==> src/rtl/ifb_pkg.sv <==
package ifb_pkg;
  typedef enum logic [0:0] {FSQ_IDLE, FSQ_FILL} fsq_state_e;

  localparam logic [1:0] LNF_HALF = 2'b00;
  localparam logic [1:0] LNF_LINE = 2'b01;
endpackage

==> src/rtl/ifb_size_sel.sv <==
module ifb_size_sel #(
  parameter int WORDS = 4,
  localparam int OFF_W = $clog2(WORDS)
) (
  input  logic             cached_i,
  input  logic [1:0]       mode_i,
  input  logic [OFF_W-1:0] off_i,
  output logic             line_o
);
  import ifb_pkg::*;

  localparam logic [OFF_W-1:0] HALF = OFF_W'(WORDS / 2);

  always_comb begin
    line_o = 1'b0;
    if (cached_i) begin
      case (mode_i)
        LNF_HALF: line_o = (off_i < HALF);
        LNF_LINE: line_o = 1'b1;
        default:  line_o = 1'b0;
      endcase
    end
  end
endmodule

==> src/rtl/ifb_line_store.sv <==
module ifb_line_store #(
  parameter int WORDS  = 4,
  parameter int WORD_W = 32,
  parameter int TAG_W  = 28,
  localparam int OFF_W = $clog2(WORDS)
) (
  input  logic              clk_i,
  input  logic              rst_ni,
  input  logic              alloc_i,
  input  logic [TAG_W-1:0]  alloc_tag_i,
  input  logic              wr_i,
  input  logic [OFF_W-1:0]  wr_idx_i,
  input  logic [WORD_W-1:0] wr_data_i,
  input  logic              inval_i,
  input  logic [TAG_W-1:0]  lk_tag_i,
  input  logic [OFF_W-1:0]  lk_idx_i,
  output logic              hit_o,
  output logic [WORD_W-1:0] rdata_o
);
  logic [TAG_W-1:0]  tag_q;
  logic [WORDS-1:0]  valid_q;
  logic [WORD_W-1:0] data_q [WORDS];

  always_ff @(posedge clk_i or negedge rst_ni) begin
    if (!rst_ni)      tag_q <= '0;
    else if (alloc_i) tag_q <= alloc_tag_i;
  end

  for (genvar w = 0; w < WORDS; w++) begin : g_word
    always_ff @(posedge clk_i or negedge rst_ni) begin
      if (!rst_ni)                                     valid_q[w] <= 1'b0;
      else if (inval_i || alloc_i)                     valid_q[w] <= 1'b0;
      else if (wr_i && (wr_idx_i == OFF_W'(w)))        valid_q[w] <= 1'b1;
    end

    always_ff @(posedge clk_i or negedge rst_ni) begin
      if (!rst_ni)                                     data_q[w] <= '0;
      else if (wr_i && (wr_idx_i == OFF_W'(w)))        data_q[w] <= wr_data_i;
    end
  end

  assign hit_o   = (tag_q == lk_tag_i) && valid_q[lk_idx_i];
  assign rdata_o = data_q[lk_idx_i];

  AST_INVAL_EMPTIES: assert property (@(posedge clk_i) disable iff (!rst_ni)
    inval_i |=> (valid_q == '0));
  AST_ALLOC_EMPTIES: assert property (@(posedge clk_i) disable iff (!rst_ni)
    alloc_i |=> (valid_q == '0));
  AST_NO_ALLOC_WRITE: assert property (@(posedge clk_i) disable iff (!rst_ni)
    !(alloc_i && wr_i));
endmodule

==> src/rtl/ifb_fill_seq.sv <==
module ifb_fill_seq #(
  parameter int WORDS = 4,
  localparam int OFF_W = $clog2(WORDS),
  localparam int CNT_W = $clog2(WORDS + 1)
) (
  input  logic             clk_i,
  input  logic             rst_ni,
  input  logic             start_i,
  input  logic             start_line_i,
  input  logic             start_store_i,
  input  logic [OFF_W-1:0] start_off_i,
  input  logic             inval_i,
  input  logic             beat_i,
  output logic             busy_o,
  output logic             pending_o,
  output logic             wr_o,
  output logic [OFF_W-1:0] wr_idx_o,
  output logic             deliver_o
);
  import ifb_pkg::*;

  fsq_state_e       state_q;
  logic [CNT_W-1:0] cnt_q, last_q;
  logic [OFF_W-1:0] off_q;
  logic             pend_q, store_q;
  logic             take;

  assign busy_o    = (state_q == FSQ_FILL);
  assign pending_o = pend_q;
  assign take      = busy_o && beat_i;
  assign wr_o      = take && store_q;
  assign deliver_o = take && pend_q;
  assign wr_idx_o  = off_q + cnt_q[OFF_W-1:0];

  always_ff @(posedge clk_i or negedge rst_ni) begin
    if (!rst_ni) begin
      state_q <= FSQ_IDLE;
      cnt_q   <= '0;
      last_q  <= '0;
      off_q   <= '0;
      pend_q  <= 1'b0;
      store_q <= 1'b0;
    end else if (start_i) begin
      state_q <= FSQ_FILL;
      cnt_q   <= '0;
      last_q  <= start_line_i ? CNT_W'(WORDS - 1) : '0;
      off_q   <= start_off_i;
      pend_q  <= 1'b1;
      store_q <= start_store_i;
    end else if (busy_o) begin
      if (inval_i) store_q <= 1'b0;
      if (beat_i) begin
        pend_q <= 1'b0;
        cnt_q  <= cnt_q + 1'b1;
        if (cnt_q == last_q) state_q <= FSQ_IDLE;
      end
    end
  end

  AST_START_WHEN_IDLE: assert property (@(posedge clk_i) disable iff (!rst_ni)
    start_i |-> !busy_o);
  AST_BEAT_BOUND: assert property (@(posedge clk_i) disable iff (!rst_ni)
    busy_o |-> (cnt_q <= last_q));
  AST_DELIVER_FIRST: assert property (@(posedge clk_i) disable iff (!rst_ni)
    deliver_o |-> (cnt_q == '0));
  AST_INVAL_STOPS_STORE: assert property (@(posedge clk_i) disable iff (!rst_ni)
    (busy_o && inval_i && !start_i) |=> !wr_o);
endmodule

==> src/rtl/ifill_buffer_ctrl.sv <==
module ifill_buffer_ctrl #(
  parameter int ADDR_W = 32,
  parameter int WORD_W = 32,
  parameter int WORDS  = 4,
  localparam int BYTE_W = $clog2(WORD_W / 8),
  localparam int OFF_W  = $clog2(WORDS),
  localparam int TAG_W  = ADDR_W - OFF_W - BYTE_W
) (
  input  logic              clk_i,
  input  logic              rst_ni,
  input  logic              cfg_we_i,
  input  logic              cfg_en_i,
  input  logic [1:0]        cfg_mode_i,
  input  logic              inval_all_i,
  input  logic              fetch_req_i,
  input  logic [ADDR_W-1:0] fetch_addr_i,
  input  logic              fetch_cacheable_i,
  input  logic              tag_hit_i,
  output logic              rd_ready_o,
  output logic [WORD_W-1:0] rd_data_o,
  output logic              bus_req_o,
  output logic [ADDR_W-1:0] bus_addr_o,
  output logic              bus_line_o,
  input  logic              bus_rvalid_i,
  input  logic [WORD_W-1:0] bus_rdata_i
);
  logic             en_q;
  logic [1:0]       mode_q;
  logic [TAG_W-1:0] fa_tag;
  logic [OFF_W-1:0] fa_off;
  logic             cached, look, array_hit, buf_hit, may_serve, start, line_sel;
  logic             st_hit, seq_busy, seq_pend, seq_wr, seq_deliver;
  logic [OFF_W-1:0] seq_idx;
  logic [WORD_W-1:0] st_rdata;
  logic             rd_ready_q, bus_req_q, bus_line_q;
  logic [WORD_W-1:0] rd_data_q;
  logic [ADDR_W-1:0] bus_addr_q;

  always_ff @(posedge clk_i or negedge rst_ni) begin
    if (!rst_ni) begin
      en_q   <= 1'b0;
      mode_q <= 2'b00;
    end else if (cfg_we_i) begin
      en_q   <= cfg_en_i;
      mode_q <= cfg_mode_i;
    end
  end

  assign fa_tag    = fetch_addr_i[ADDR_W-1 -: TAG_W];
  assign fa_off    = fetch_addr_i[BYTE_W +: OFF_W];
  assign cached    = en_q && fetch_cacheable_i;
  // one request per rd_ready pulse; invalidate cycle defers lookup
  assign look      = fetch_req_i && !rd_ready_q && !inval_all_i;
  assign array_hit = cached && tag_hit_i;
  assign buf_hit   = cached && !tag_hit_i && st_hit;
  assign may_serve = look && !seq_pend && buf_hit;
  assign start     = look && !seq_busy && !array_hit && !buf_hit;

  ifb_size_sel #(.WORDS(WORDS)) u_size (
    .cached_i (cached),
    .mode_i   (mode_q),
    .off_i    (fa_off),
    .line_o   (line_sel)
  );

  ifb_line_store #(.WORDS(WORDS), .WORD_W(WORD_W), .TAG_W(TAG_W)) u_store (
    .clk_i       (clk_i),
    .rst_ni      (rst_ni),
    .alloc_i     (start && cached),
    .alloc_tag_i (fa_tag),
    .wr_i        (seq_wr),
    .wr_idx_i    (seq_idx),
    .wr_data_i   (bus_rdata_i),
    .inval_i     (inval_all_i),
    .lk_tag_i    (fa_tag),
    .lk_idx_i    (fa_off),
    .hit_o       (st_hit),
    .rdata_o     (st_rdata)
  );

  ifb_fill_seq #(.WORDS(WORDS)) u_seq (
    .clk_i         (clk_i),
    .rst_ni        (rst_ni),
    .start_i       (start),
    .start_line_i  (line_sel),
    .start_store_i (cached),
    .start_off_i   (fa_off),
    .inval_i       (inval_all_i),
    .beat_i        (bus_rvalid_i),
    .busy_o        (seq_busy),
    .pending_o     (seq_pend),
    .wr_o          (seq_wr),
    .wr_idx_o      (seq_idx),
    .deliver_o     (seq_deliver)
  );

  always_ff @(posedge clk_i or negedge rst_ni) begin
    if (!rst_ni) begin
      rd_ready_q <= 1'b0;
      rd_data_q  <= '0;
    end else begin
      rd_ready_q <= may_serve || seq_deliver;
      if (seq_deliver)    rd_data_q <= bus_rdata_i;
      else if (may_serve) rd_data_q <= st_rdata;
    end
  end

  always_ff @(posedge clk_i or negedge rst_ni) begin
    if (!rst_ni) begin
      bus_req_q  <= 1'b0;
      bus_addr_q <= '0;
      bus_line_q <= 1'b0;
    end else begin
      bus_req_q <= start;
      if (start) begin
        bus_addr_q <= {fetch_addr_i[ADDR_W-1:BYTE_W], {BYTE_W{1'b0}}};
        bus_line_q <= line_sel;
      end
    end
  end

  assign rd_ready_o = rd_ready_q;
  assign rd_data_o  = rd_data_q;
  assign bus_req_o  = bus_req_q;
  assign bus_addr_o = bus_addr_q;
  assign bus_line_o = bus_line_q;

  AST_BUS_PULSE: assert property (@(posedge clk_i) disable iff (!rst_ni)
    bus_req_o |=> !bus_req_o);
  AST_BUS_HAS_FILL: assert property (@(posedge clk_i) disable iff (!rst_ni)
    bus_req_o |-> seq_busy);
  AST_LINE_NEEDS_EN: assert property (@(posedge clk_i) disable iff (!rst_ni)
    (bus_req_o && bus_line_o) |-> $past(en_q));
  AST_TAGHIT_QUIET: assert property (@(posedge clk_i) disable iff (!rst_ni)
    (fetch_req_i && !rd_ready_o && !inval_all_i && !seq_busy && en_q &&
     fetch_cacheable_i && tag_hit_i) |=> (!bus_req_o && !rd_ready_o));
  AST_READY_PULSE: assert property (@(posedge clk_i) disable iff (!rst_ni)
    rd_ready_o |=> !rd_ready_o);
  AST_SRC_EXCL: assert property (@(posedge clk_i) disable iff (!rst_ni)
    !(may_serve && seq_deliver));
endmodule

==> config.mk <==
export PLATFORM = sky130hd
export DESIGN_NAME = ifill_buffer_ctrl
export DESIGN_NICKNAME = d
export VERILOG_FILES = /design/src/rtl/ifb_pkg.sv /design/src/rtl/ifb_size_sel.sv /design/src/rtl/ifb_line_store.sv /design/src/rtl/ifb_fill_seq.sv /design/src/rtl/ifill_buffer_ctrl.sv
export SDC_FILE = /design/constraint.sdc
export NUM_CORES = 1
export LEC_CHECK = 0
export ABC_AREA = 1
export BUFFER_PORTS_ARGS = -buffer_cell sky130_fd_sc_hd__buf_2
export CAP_MARGIN = 20
export CORE_UTILIZATION = 50
export CTS_BUF_LIST = sky130_fd_sc_hd__clkbuf_4 sky130_fd_sc_hd__clkbuf_8
export DETAILED_ROUTE_END_ITERATION = 8
export PLACE_DENSITY_LB_ADDON = 0.05
export SYNTH_ARGS = -nofsm -noshare
export SYNTH_HDL_FRONTEND = slang
export SYNTH_SLANG_ARGS = --single-unit
==> constraint.sdc <==
create_clock -name clk_i -period 1.7 [get_ports clk_i]
set_input_delay 0.085 -clock clk_i [delete_from_list [all_inputs] [get_ports clk_i]]
set_output_delay 0.085 -clock clk_i [all_outputs]
set_load 0.1 [all_outputs]
# After elaboration in Yosys (flattened, before gate mapping)
# Cells that the tools add are included.
[word_totals]
input_bits = 75
out_inout_bits = 67
word_cells = 106
ff_bits = 239
[op_classes]
n_eq_ne = 6
addsub = 2
n_lt_le_gt_ge = 3
muxes = 31
bitwise_logic = 1
n_reduce_logical = 41
[ops]
columns = ["cell", "n"]
rows = [
  ["32-bit two-way mux", 4],
  ["32-bit binary-select mux with 2-bit select", 1],
  ["28-bit == test", 1],
  ["1-bit logical AND", 20],
  ["1-bit two-way mux", 20],
  ["2-bit nonzero test", 8],
  ["3-bit two-way mux", 3],
  ["1-bit logical NOT", 7],
  ["2-bit by 1-bit == test with 1-bit output (second input constant)", 2],
  ["2-bit == test (second input constant)", 2],
  ["2-bit logical NOT", 2],
  ["2-bit AND reduction", 2],
  ["3-bit by 1-bit adder with 3-bit output (second input constant)", 1],
  ["3-bit == test", 1],
  ["3-bit >= comparator (second input constant)", 1],
  ["2-bit by 3-bit less-than comparator with 1-bit output (second input constant)", 1],
  ["2-bit NOT with 3-bit output", 1],
  ["2-bit adder", 1],
  ["1-bit binary-select mux with 2-bit select", 1],
  ["1-bit logical OR", 2],
  ["2-bit less-than comparator (second input constant)", 1],
  ["2-bit two-way mux", 1],
  ["1-bit case mux with 2 select lines", 1],
]

# Logic depth before layout (Yosys ltp)
# Gate-level depths: netlist (run 1).
[depth]
depth_word = 9
depth_mapped = 13
depth_no_buf = 12

# Cells and area by module
# Synthesis (run 1) repeated with hierarchy kept, for this count alone.
[hier_totals]
cells_unflattened = 1367
hier_area_um2 = 11388.4
[by_module_without_submodules]
columns = ["module", "seq_area_each_um2", "cells_each", "area_each_um2", "n_inst"]
rows = [
  ["ifb_line_store", 4003.8, 905, 7776.2, 1],
  ["ifill_buffer_ctrl", 1701.6, 403, 3149.3, 1],
  ["ifb_fill_seq", 225.2, 54, 444.2, 1],
  ["ifb_size_sel", 0.0, 5, 18.8, 1],
]

# Least setup slack after synthesis (run 1)
# Ideal clock, no wire load.
[synth_path]
kind = "register to register"
startpoint = "reg u_seq.off_q[0]"
endpoint = "reg u_store.data_q[59] (netlist bit)"
required_ns = 1.573
period_less_slack_ns = 2.170
t_arrival_ns = 2.043
stages_incl_launch_ff = 10
path_buffers = 2
slack_ns = -0.470
setup_ns = 0.127
path_cell_list = "dfrtp_1 ha_1 inv_1 or2_1 nand2_2 inv_1 nand2_1 buf_6 buf_2 o21ai_0"
[synth_via]
elab_chain_cells = 3
[synth_rtl]
columns = ["element", "line", "source"]
rows = [
  ["start, declared", "ifb_fill_seq.sv:24", "logic [OFF_W-1:0] off_q;"],
  ["start signal, assigned", "ifb_fill_seq.sv:47", "off_q <= start_off_i;"],
  ["2-bit adder", "ifb_fill_seq.sv:33", "assign wr_idx_o = off_q + cnt_q[OFF_W-1:0];"],
  ["2-bit == test", "ifb_line_store.sv:38", "else if (wr_i && (wr_idx_i == OFF_W'(w))) data_q[w] <= wr_data_i;"],
  ["1-bit logical AND", "ifb_line_store.sv:38", ""],
  ["end signal, assigned by index", "ifb_line_store.sv:38", ""],
  ["end, declared", "ifb_line_store.sv:22", "logic [WORD_W-1:0] data_q [WORDS];"],
]
# No other way between the ends.
# A chain may end at the register's enable or synchronous reset.

# Final worst setup path (run 1)
[layout_path]
startpoint = "reg u_store.tag_q[19]"
endpoint = "reg bus_addr_q[31] (netlist: bus_addr_o[31])"
[layout_via]
elab_chain_cells = 5
[layout_rtl]
columns = ["element", "line", "source"]
rows = [
  ["start, declared", "ifb_line_store.sv:20", "logic [TAG_W-1:0] tag_q;"],
  ["start signal, assigned", "ifb_line_store.sv:26", "else if (alloc_i) tag_q <= alloc_tag_i;"],
  ["28-bit == test", "ifb_line_store.sv:42", "assign hit_o = (tag_q == lk_tag_i) && valid_q[lk_idx_i];"],
  ["1-bit logical AND", "ifb_line_store.sv:42", ""],
  ["1-bit logical AND", "ifill_buffer_ctrl.sv:55", "assign buf_hit = cached && !tag_hit_i && st_hit;"],
  ["1-bit logical NOT", "ifill_buffer_ctrl.sv:57", "assign start = look && !seq_busy && !array_hit && !buf_hit;"],
  ["1-bit logical AND", "ifill_buffer_ctrl.sv:57", ""],
  ["end signal, assigned", "ifill_buffer_ctrl.sv:116", "bus_addr_q <= {fetch_addr_i[ADDR_W-1:BYTE_W], {BYTE_W{1'b0}}};"],
  ["end, declared", "ifill_buffer_ctrl.sv:37", "logic [ADDR_W-1:0] bus_addr_q;"],
]
# No other way between the ends.

==> results.txt, run 1 <==
Site Rows: 53
fin. max-slew vios: 0
DIE AREA: 22140 µm²
Final setup viols: 34
DR DRC count: 0
failing checks: negative setup slack
crit-path max FO: 6
Setup TNS: -0.7246 ns
Largest delay share family, worst path: simple AND/OR/NAND/NOR gates
Crit. End Element: register
post-route setup slack: -0.05179 ns
clock latency on the worst-skew pair: 0.55 ns
PwrDens: 1833 nW/µm²
post-route ant nets: 0
CP Data Arrival Time: 2.21 ns
first-pass GRT wire length: 44550 µm
Synth area leader: dfrtp_1
RSZ-0062 raised after global routing: yes
Seq/Total Area, Yosys: 0.5436
Core Footprint: 21090 µm²
r2r worst-path depth: 12
Vias: 9455
Cell Area, Synth: 10770 µm²
initial antenna violation count: 2
total gr overflow: 0
slowest stage cell, crit path: dfrtp_1
final hold violation count: 0
Worst-Margin Slew: 0.5401 ns
min-delay worst type: in2async
Min Clock Period, post-route: 1.752 ns
largest stage delay on the critical path: 0.40 ns
clock buffer count from CTS: 41
Syn. warnings: 0
layout cells sized above 1: 0.2228
hold_ws: 0.04101 ns
max_slew headroom: 0.6424
DRT Pass-1 Iters: 5
vias per inst: 5.195
starting density of the core: 0.5109
fmax: 570.8 MHz
routed len/inst: 15.56 µm
number of synthesized register bits: 234
Distinct cells, synth: 34
Detailed Place HPWL: 16790 µm
max_cap viols: 0
synthesis-to-finish area growth: 30.19%
Pleak: 7.041 nW
CTS H-tree lvls: 2
CP most frequent cell: nand2_1
Synth top area share: 0.5436
TritonCTS clock tree: done
CTS Root Cell: clkbuf_8
maximum vdd drop: 1046 µV
vias in the first global route: 8863
kind of critical path: reg2reg
Die Ht: 148.8 µm
Die W: 148.8 µm
port bufs: 137
crit-path cells: inv_1 > nand2_1 > nand2_1 > nand2_1 > nor2_2 > nand2_2 > nor2_4 > nand3_4 > nand2_4 > clkbuf_16 > nand2_1 > o21ai_1
total power: 25.71 mW
IO Pins: 142
Clock transition at path regs: 0.06 ns
Synth area leaders: dfrtp_1 54%, nand2_1 18%, o21ai_0 7.5%
Final Cycle Share: 1.030
Finished Core Util: 0.6651
synthesized area per cell: 8.358 µm²
Total GRT Usage: 0.2532
pre-CTS WS: -0.03011 ns
Cells after Synth: 1289
crit start category: register
Worst Path Buf+Inv: 2
gpl congestion: 0.7916
Worst path depth: 12
drt total wl: 28330 µm
clock sink count: 234
outcome: finished, violations left
Setup Skew: 0.02215 ns
WP data required: 2.15 ns
Final nets: 1597
number of DRC markers in iteration 0: 545
pin count of the biggest net entering global routing: 55
CTS Buffer Depth: 3
[layer usage]
layer	track usage	share of wire	vias to the layer above
met3	0.04495	0.054	48
met4	0.07500	0.019	2
met2	0.4089	0.47	282
li1	-	-	4627
met5	0	0.00046	-
met1	0.3502	0.46	4496
[stage by stage]
stage,cell area [µm²],cells
floorplan,10880,1290
global placement,12010,1667
detailed placement,12010,1667
CTS,13580,1806
global route,14020,1820
finish,14020,1820
[Yosys cell counts]
library cell and n:
nand3_2 2, nor2_4 2, o21ai_1 17, a211oi_2 1, nor2_1 19, buf_4 13
xor2_1 11, inv_2 6, inv_1 70, nand2_4 2, buf_1 5, conb_1 1
xnor2_1 7, mux2_2 2, nand3b_1 1, clkbuf_1 27, nand3_1 76, o21ai_0 161
ha_1 2, nand4_4 1, or2_1 1, a32o_1 19, nand2_1 508, dfrtp_1 234
a21oi_1 22, nor2_2 5, nand3_4 1, o31ai_1 1, nand4_1 28, inv_4 1
buf_2 25, buf_6 13, a21oi_2 1, nand2_2 4
[worst reg2reg max path, cell delays in order, from the launching register on]
cell and delay (ns):
dfrtp_1 0.40, inv_1 0.06, nand2_1 0.04, nand2_1 0.07, nand2_1 0.07, nor2_2 0.13, nand2_2 0.08, nor2_4 0.17
nand3_4 0.17, nand2_4 0.20, clkbuf_16 0.18, nand2_1 0.05, o21ai_1 0.06
[layout by cell type (no fill, tap or decap), types with 2 or more instances in the layout]
cell type / Yosys / final
buf_2: 25 / 136
dfrtp_1: 234 / 231
mux2_2: 2 / 2
a32o_1: 19 / 19
nor2_1: 19 / 16
nand2_1: 508 / 477
nand4_1: 28 / 28
clkbuf_16: 0 / 5
buf_12: 0 / 22
clkbuf_4: 0 / 11
nor2_4: 2 / 6
buf_6: 13 / 10
clkbuf_8: 0 / 54
conb_1: 1 / 2
dfrtp_4: 0 / 3
xnor2_1: 7 / 7
o21ai_2: 0 / 9
o21ai_1: 17 / 25
nor2_2: 5 / 4
xor2_1: 11 / 11
nand3_2: 2 / 4
nand2_8: 0 / 2
nand3_1: 76 / 74
nand2_4: 2 / 12
o21ai_0: 161 / 144
dlygate4sd3_1: 0 / 72
a21oi_1: 22 / 22
buf_8: 0 / 2
buf_4: 13 / 22
inv_2: 6 / 8
inv_1: 70 / 68
nand2_2: 4 / 24
[sequential cells by signal, summed over array words and instances (netlist names), 2 cells and up]
name and count:
bus_addr_o 29, mode_q 2, rd_data_o 32, u_seq.cnt_q 3
u_store.data_q 128, u_store.tag_q 28, u_store.valid_q 4
[cells by family (layout without fill, tap and decap cells)]
family / count (synthesis) / after routing / synth area share
AND/OR/NAND/NOR: 650 / 651 / 0.2513
buffers and inverters: 160 / 413 / 0.07247
multiplexers: 2 / 2 / 0.002090
adder cells (fa/ha/maj): 2 / 2 / 0.002323
flip-flops: 234 / 234 / 0.5436
AO/OA/AOI/OAI: 222 / 222 / 0.1132
other: 1 / 3 / 0.0003481
XOR/XNOR: 18 / 18 / 0.01463
[worst paths after layout]
path / end / slack (ns) / start
worst max-delay path: bus_addr_o[31] / -0.05 / u_store.tag_q[19]
worst min register to register: bus_addr_o[25] / 0.47 / bus_addr_o[25]
min in group clk_i: u_store.tag_q[3] / 0.12 / fetch_cacheable_i
worst min-delay path: bus_addr_o[15] / 0.04 / rst_ni
worst max register to register: bus_addr_o[31] / -0.05 / u_store.tag_q[19]
max in group asynchronous: u_store.data_q[122] / 1.05 / rst_ni
[power breakdown]
part | total [mW] | switching [mW] | internal, mW
Combinational | 11.5 | 8.62 | 2.84
Sequential | 8.97 | 1.25 | 7.71
Clock | 5.29 | 2.24 | 3.05
Total | 25.7 | 12.1 | 13.6
[cell type report]
class / instances / area, µm²
multi-input cells: 897 / 4393
inverters: 77 / 301.5
well taps: 275 / 344.1
flip-flops and latches: 234 / 5867
repair buffers: 269 / 2275
clock buffers: 65 / 825.8
clock inverters: 2 / 16.27
diodes: 1 / 2.502
fillers: 1841 / 7063
[repair_timing]
action / CTS / global route
gates resized for setup: 3 / 73
pin swaps: 0 / 19
hold endpoints to repair: 453 / 0
setup buffers: 0 / 4
setup endpoints to repair: 32 / 146
gates cloned: 0 / 9
hold buffers: 72 / 0
(Power assumes the default switching activity.)
==> run 2, diff against run 1 <==
- SYNTH_HIERARCHICAL: unset -> 1
==> results.txt, run 2 <==
synthesis-to-finish area growth: 26.57%
Vias: 9632
starting density of the core: 0.5155
min-delay worst type: in2async
Distinct cells, synth: 28
drt total wl: 28720 µm
Setup Skew: 0.01825 ns
initial antenna violation count: 0
Crit. End Element: register
vias in the first global route: 9603
Setup TNS: -8.175 ns
Cells after Synth: 1367
DRT Pass-1 Iters: 5
failing checks: negative setup slack
pin count of the biggest net entering global routing: 50
kind of critical path: reg2reg
largest stage delay on the critical path: 0.37 ns
synthesized area per cell: 8.331 µm²
combinational family with the most area after synthesis: simple AND/OR/NAND/NOR gates
fillers: 1933
Synth area leaders: dfrtp_1 52%, nand2_1 16%, o21ai_2 7.2%
number of synthesized register bits: 237
Pleak: 7.536 nW
clock latency on the worst-skew pair: 0.54 ns
Setup crit start: u_store/tag_q[16]
mux cell area share after synthesis: 0.003955
Min Clock Period, post-route: 1.885 ns
Final nets: 1690
DR DRC count: 0
reg-to-reg critical path startpoint: u_store/tag_q[16]
gpl congestion: 0.7900
Inst Count DP: 1771
WP data required: 2.12 ns
CTS Root Cell: clkbuf_8
DIE AREA: 23380 µm²
CP most frequent cell: nand2_1
most flop-heavy register: u_store/data_q
Layout Cells excl Fill: 1922
slowest stage cell, crit path: dfrtp_1
Synth area leader: dfrtp_1
Seq/Total Area, Yosys: 0.5208
CTS Buffer Depth: 3
crit-path max FO: 6
fin. max-slew vios: 0
post-route setup slack: -0.1847 ns
Worst-Margin Slew: 0.5215 ns
EDFF count, synth: 0
FFs w/ async S/R, synth: 1.000
max_slew headroom: 0.6547
antenna cells: 0
Final setup viols: 87
Die Ht: 152.9 µm
Final Cycle Share: 1.109
max reg flops: 128
crit start category: register
reg2reg end: u_store/tag_q[19]
Site Rows: 54
vias per inst: 5.011
Die W: 152.9 µm
fmax: 530.6 MHz
maximum vdd drop: 1370 µV
TritonCTS clock tree: done
top_reg_cell synth: dfrtp_1
Syn. warnings: 6
Synth top area share: 0.5208
count leader, synth: nand2_1
Detailed Place HPWL: 17920 µm
list of most frequent post-synthesis cells: 493 x nand2_1, 237 x dfrtp_1, 106 x inv_1
xor-xnor portion of the synthesized cell area: 0.002307
fraction of the mapped netlist area in compound gates: 0.1508
RSZ-0062 raised after global routing: yes
max_cap viols: 0
r2r worst-path depth: 13
total gr overflow: 0
Cell Area, Synth: 11390 µm²
IO Pins: 142
number of DRC markers in iteration 0: 513
clock buffer count from CTS: 42
port bufs: 137
Total GRT Usage: 0.2552
Clock transition at path regs: 0.06 ns
CTS H-tree lvls: 2
clock sink count: 237
total power: 25.56 mW
layout cells sized above 1: 0.2613
routed len/inst: 14.94 µm
CP Data Arrival Time: 2.30 ns
Synth Area in Adders: 0.002197
Core Footprint: 22090 µm²
first-pass GRT wire length: 48540 µm
crit-path cells: inv_1 > nand2_1 > nand2_1 > nor2_1 > nand2_1 > nor2_1 > nand2_1 > nor2_4 > o21ai_2 > nand2_4 > nor2_4 > buf_12 > mux2_4
most common cell after layout, fill and taps aside: nand2_1
final hold violation count: 0
most frequent cells in the layout: 482 x nand2_1, 236 x dfrtp_1, 136 x buf_2
post-route ant nets: 0
R2R Setup Slk: -0.18 ns
Post-Synth Simple-Gate Area: 0.2304
outcome: finished, violations left
PwrDens: 1773 nW/µm²
run 2: cell types whose count changed in the layout (fill, tap and decap cells not counted), moves of 29 or more:
cell / delta
buf_4: +29
nor2_1: +70
inv_1: +34
o21ai_2: +88
o21ai_0: -80
o21ai_1: +39
o22ai_1: +32
run 2: logic make-up after synthesis:
logic type,Yosys count
AOI/OAI and AO/OA,264
xor gates and xnor gates,3
adders and majority gates,2
buffers and inverters,193
DFF,237
muxes,4
other,1
and+or+nand+nor,663
run 2: critical path, delay by kind of cell, from the launching register on:
| family | cells | cell delay (ns) |
|---|---|---|
| AO/OA/AOI/OAI | 1 | 0.19 |
| buffers and inverters | 2 | 0.22 |
| flip-flops | 1 | 0.37 |
| multiplexers | 1 | 0.30 |
| AND/OR/NAND/NOR | 9 | 0.67 |
run 2: layout make-up:
class,instances,area [µm²],share of cell area
sequential,237,5934,0.4117
timing repair buffer,282,2217,0.1538
multi-input combinational,939,4568,0.3169
clock inverter,3,15.01,0.001042
tap,280,350.3,0.02431
clock buffer,70,907.1,0.06293
inverter,111,421.7,0.02925
run 2: timing repair:
item	CTS	global route
gates resized for setup	31	36
buffers inserted	3	2
endpoints found under the hold margin	463	0
gates cloned	2	2
hold buffers	69	0
setup endpoints to repair	175	194
pin swaps	8	7
run 2: power breakdown:
group / internal, mW / switching [mW] / total, mW
sequential: 7.75 / 1.11 / 8.86
combinational: 2.83 / 8.23 / 11.1
clock: 3.34 / 2.29 / 5.63
run 2: metrics by stage:
stage / hold WS (ns) / instance area (µm²) / util / setup slack (ns)
floorplan: -0.2106 / 11420 / - / -0.1608
global placement: 0.03400 / 12560 / 0.5685 / -0.1095
detailed placement: 0.03454 / 12560 / 0.5685 / -0.1296
CTS: 0.05593 / 14270 / 0.6460 / -0.1332
global route: 0.07432 / 14410 / 0.6524 / -0.2984
finish: 0.06478 / 14410 / 0.6524 / -0.1847
run 2: layer usage:
metal	GRT usage	part of all wire	vias to the layer above	routed length, µm
met4	0.06445	0.018	0	514
li1	-	-	4856	-
met2	0.4327	0.48	181	13740
met5	0	0	-	0
met1	0.3436	0.47	4551	13510
met3	0.03884	0.033	44	950
run 2: worst max-delay path by stage:
stage / slack [ns] / endpoint
6_report: -0.18 / u_store/tag_q[19]
5_1_grt: -0.30 / u_store/tag_q[19]
4_1_cts: -0.13 / u_store/tag_q[19]
3_5_place_dp: -0.13 / rd_data_o[16]
3_3_place_gp: -0.11 / rd_data_o[12]
2_1_floorplan: -0.16 / u_store/tag_q[19]
==> run 3, diff against run 2 <==
- CORE_UTILIZATION: 50 -> 26
==> results.txt, run 3 (same netlist as run 2, synthesis figures left out) <==
outcome: finished, violations left
failing checks: negative setup slack
fin. max-slew vios: 0
most common cell after layout, fill and taps aside: nand2_1
total power: 27.25 mW
CP Data Arrival Time: 2.45 ns
max_slew headroom: 0.4484
busiest grt layer: met2
max reg flops: 128
PwrDens: 1683 nW/µm²
WP data required: 2.19 ns
Clock transition at path regs: 0.06 ns
DRT Pass-1 Iters: 4
fmax: 508.5 MHz
Worst-Margin Slew: 0.8274 ns
reg-to-reg critical path startpoint: u_store/tag_q[8]
drt total wl: 40090 µm
gpl congestion: 0.6970
layout cells sized above 1: 0.3335
first-pass GRT wire length: 57840 µm
reg2reg end: u_store/tag_q[19]
post-route setup slack: -0.2665 ns
final hold violation count: 0
initial antenna violation count: 2
met1 usage: 0.2271
total gr overflow: 0
clock latency on the worst-skew pair: 0.60 ns
post-route ant nets: 0
port bufs: 137
FF/Latch Area: 5934 µm²
min-delay worst type: in2reg
Die W: 211.3 µm
RSZ-0062 raised after global routing: yes
Vias: 10059
WHS Path Cells: 7
kind of critical path: reg2reg
pin count of the biggest net entering global routing: 67
Die Ht: 211.3 µm
Final Cycle Share: 1.157
Layout Cells excl Fill: 2290
Core Footprint: 43170 µm²
CTS H-tree lvls: 2
number of DRC markers in iteration 0: 461
Setup TNS: -14.30 ns
crit-path max FO: 6
fillers: 4613
Pleak: 8.235 nW
Hold Startpoint: tag_hit_i
clock sink count: 237
Finished Core Util: 0.3750
TritonCTS clock tree: done
Min Clock Period, post-route: 1.967 ns
IO Pins: 142
DIE AREA: 44640 µm²
synthesis-to-finish area growth: 42.16%
Detailed Place HPWL: 21950 µm
max_cap viols: 0
R2R Setup Slk: -0.27 ns
GR met3 Demand/Resource: 0.02700
vias per inst: 4.393
r2r worst-path depth: 13
Final setup viols: 161
clock buffer count from CTS: 48
DR DRC count: 0
Total GRT Usage: 0.1680
Site Rows: 76
maximum vdd drop: 1008 µV
Crit. End Element: register
CTS Root Cell: clkbuf_8
Setup Skew: 0.01353 ns
met2 Usage GRT: 0.2733
CTS Buffer Depth: 3
Inst Count DP: 2086
starting density of the core: 0.2638
most flop-heavy register: u_store/data_q
crit start category: register
vias in the first global route: 9949
routed len/inst: 17.51 µm
Multi-input gate area: 4947 µm²
Final nets: 1749
hold path endpoint: rd_ready_o
most frequent cells in the layout: 438 x nand2_1, 236 x dfrtp_1, 136 x buf_2
==> run 3: changes by cell type in the layout (fill, tap and decap cells not counted), sizes merged <==
cell and change:
clkbuf +23, dlygate4sd3 +1, buf +36, diode +2
bufinv +1
==> run 3: final cells by class <==
| cell class | count | area share |
|---|---|---|
| Sequential cell | 237 | 0.3666 |
| Multi-Input combinational cell | 939 | 0.3056 |
| Timing Repair Buffer | 335 | 0.1932 |
| Clock buffer | 77 | 0.05966 |
| Tap cell | 585 | 0.04521 |
| Inverter | 111 | 0.02666 |
| Clock inverter | 4 | 0.002782 |
| Antenna cell | 2 | 0.0003091 |
==> run 3: worst max-delay path by stage <==
stage	slack, ns	startpoint	to
2_1_floorplan	-0.16	rd_ready_o	u_store/tag_q[19]
4_1_cts	-0.18	u_store/tag_q[26]	rd_data_o[22]
3_5_place_dp	-0.29	u_store/tag_q[8]	u_store/tag_q[7]
5_1_grt	-0.39	u_store/tag_q[19]	u_store/valid_q[0]
3_3_place_gp	-0.27	u_store/tag_q[6]	rd_data_o[8]
6_report	-0.27	u_store/tag_q[8]	u_store/tag_q[19]
==> run 3: layer usage <==
metal	wire length, µm	up-vias
met5	0	-
met4	754	0
met3	1357	62
met2	18360	148
met1	19620	4836
li1	-	5013
==> run 3: critical path: stages (launching register included) <==
cell and delay, ns:
dfrtp_1 0.38, inv_1 0.09, nand2_1 0.06, nand2_1 0.07
nor2_1 0.04, nand2_1 0.07, nor2_2 0.05, nand2_2 0.09
nor2_4 0.05, o21ai_2 0.14, nand2_2 0.11, nor2_4 0.26
buf_4 0.17, mux2_4 0.28
==> run 3: per-stage QoR <==
step,hold slack (ns),setup slack [ns],area (µm²)
floorplan,-0.2106,-0.1608,11420
global placement,-0.01030,-0.2716,13080
detailed placement,-0.01083,-0.2923,13080
CTS,0.01404,-0.1755,15090
global route,0.1063,-0.3864,16190
finish,0.1006,-0.2665,16190
==> run 3: what timing repair did <==
action                     4_1_cts  5_1_grt
hold buffers                    71        0
resized for setup               42      162
hold endpoints to repair       466        0
cloned                           3       23
setup endpoints to repair      160      210
buffers inserted                12       14
pin swaps                        4       12
==> run 3: power by group <==
group	internal, mW	switching [mW]
Sequential	7.76	1.21
Combinational	3.32	8.61
Clock	3.71	2.64
Total	14.8	12.5
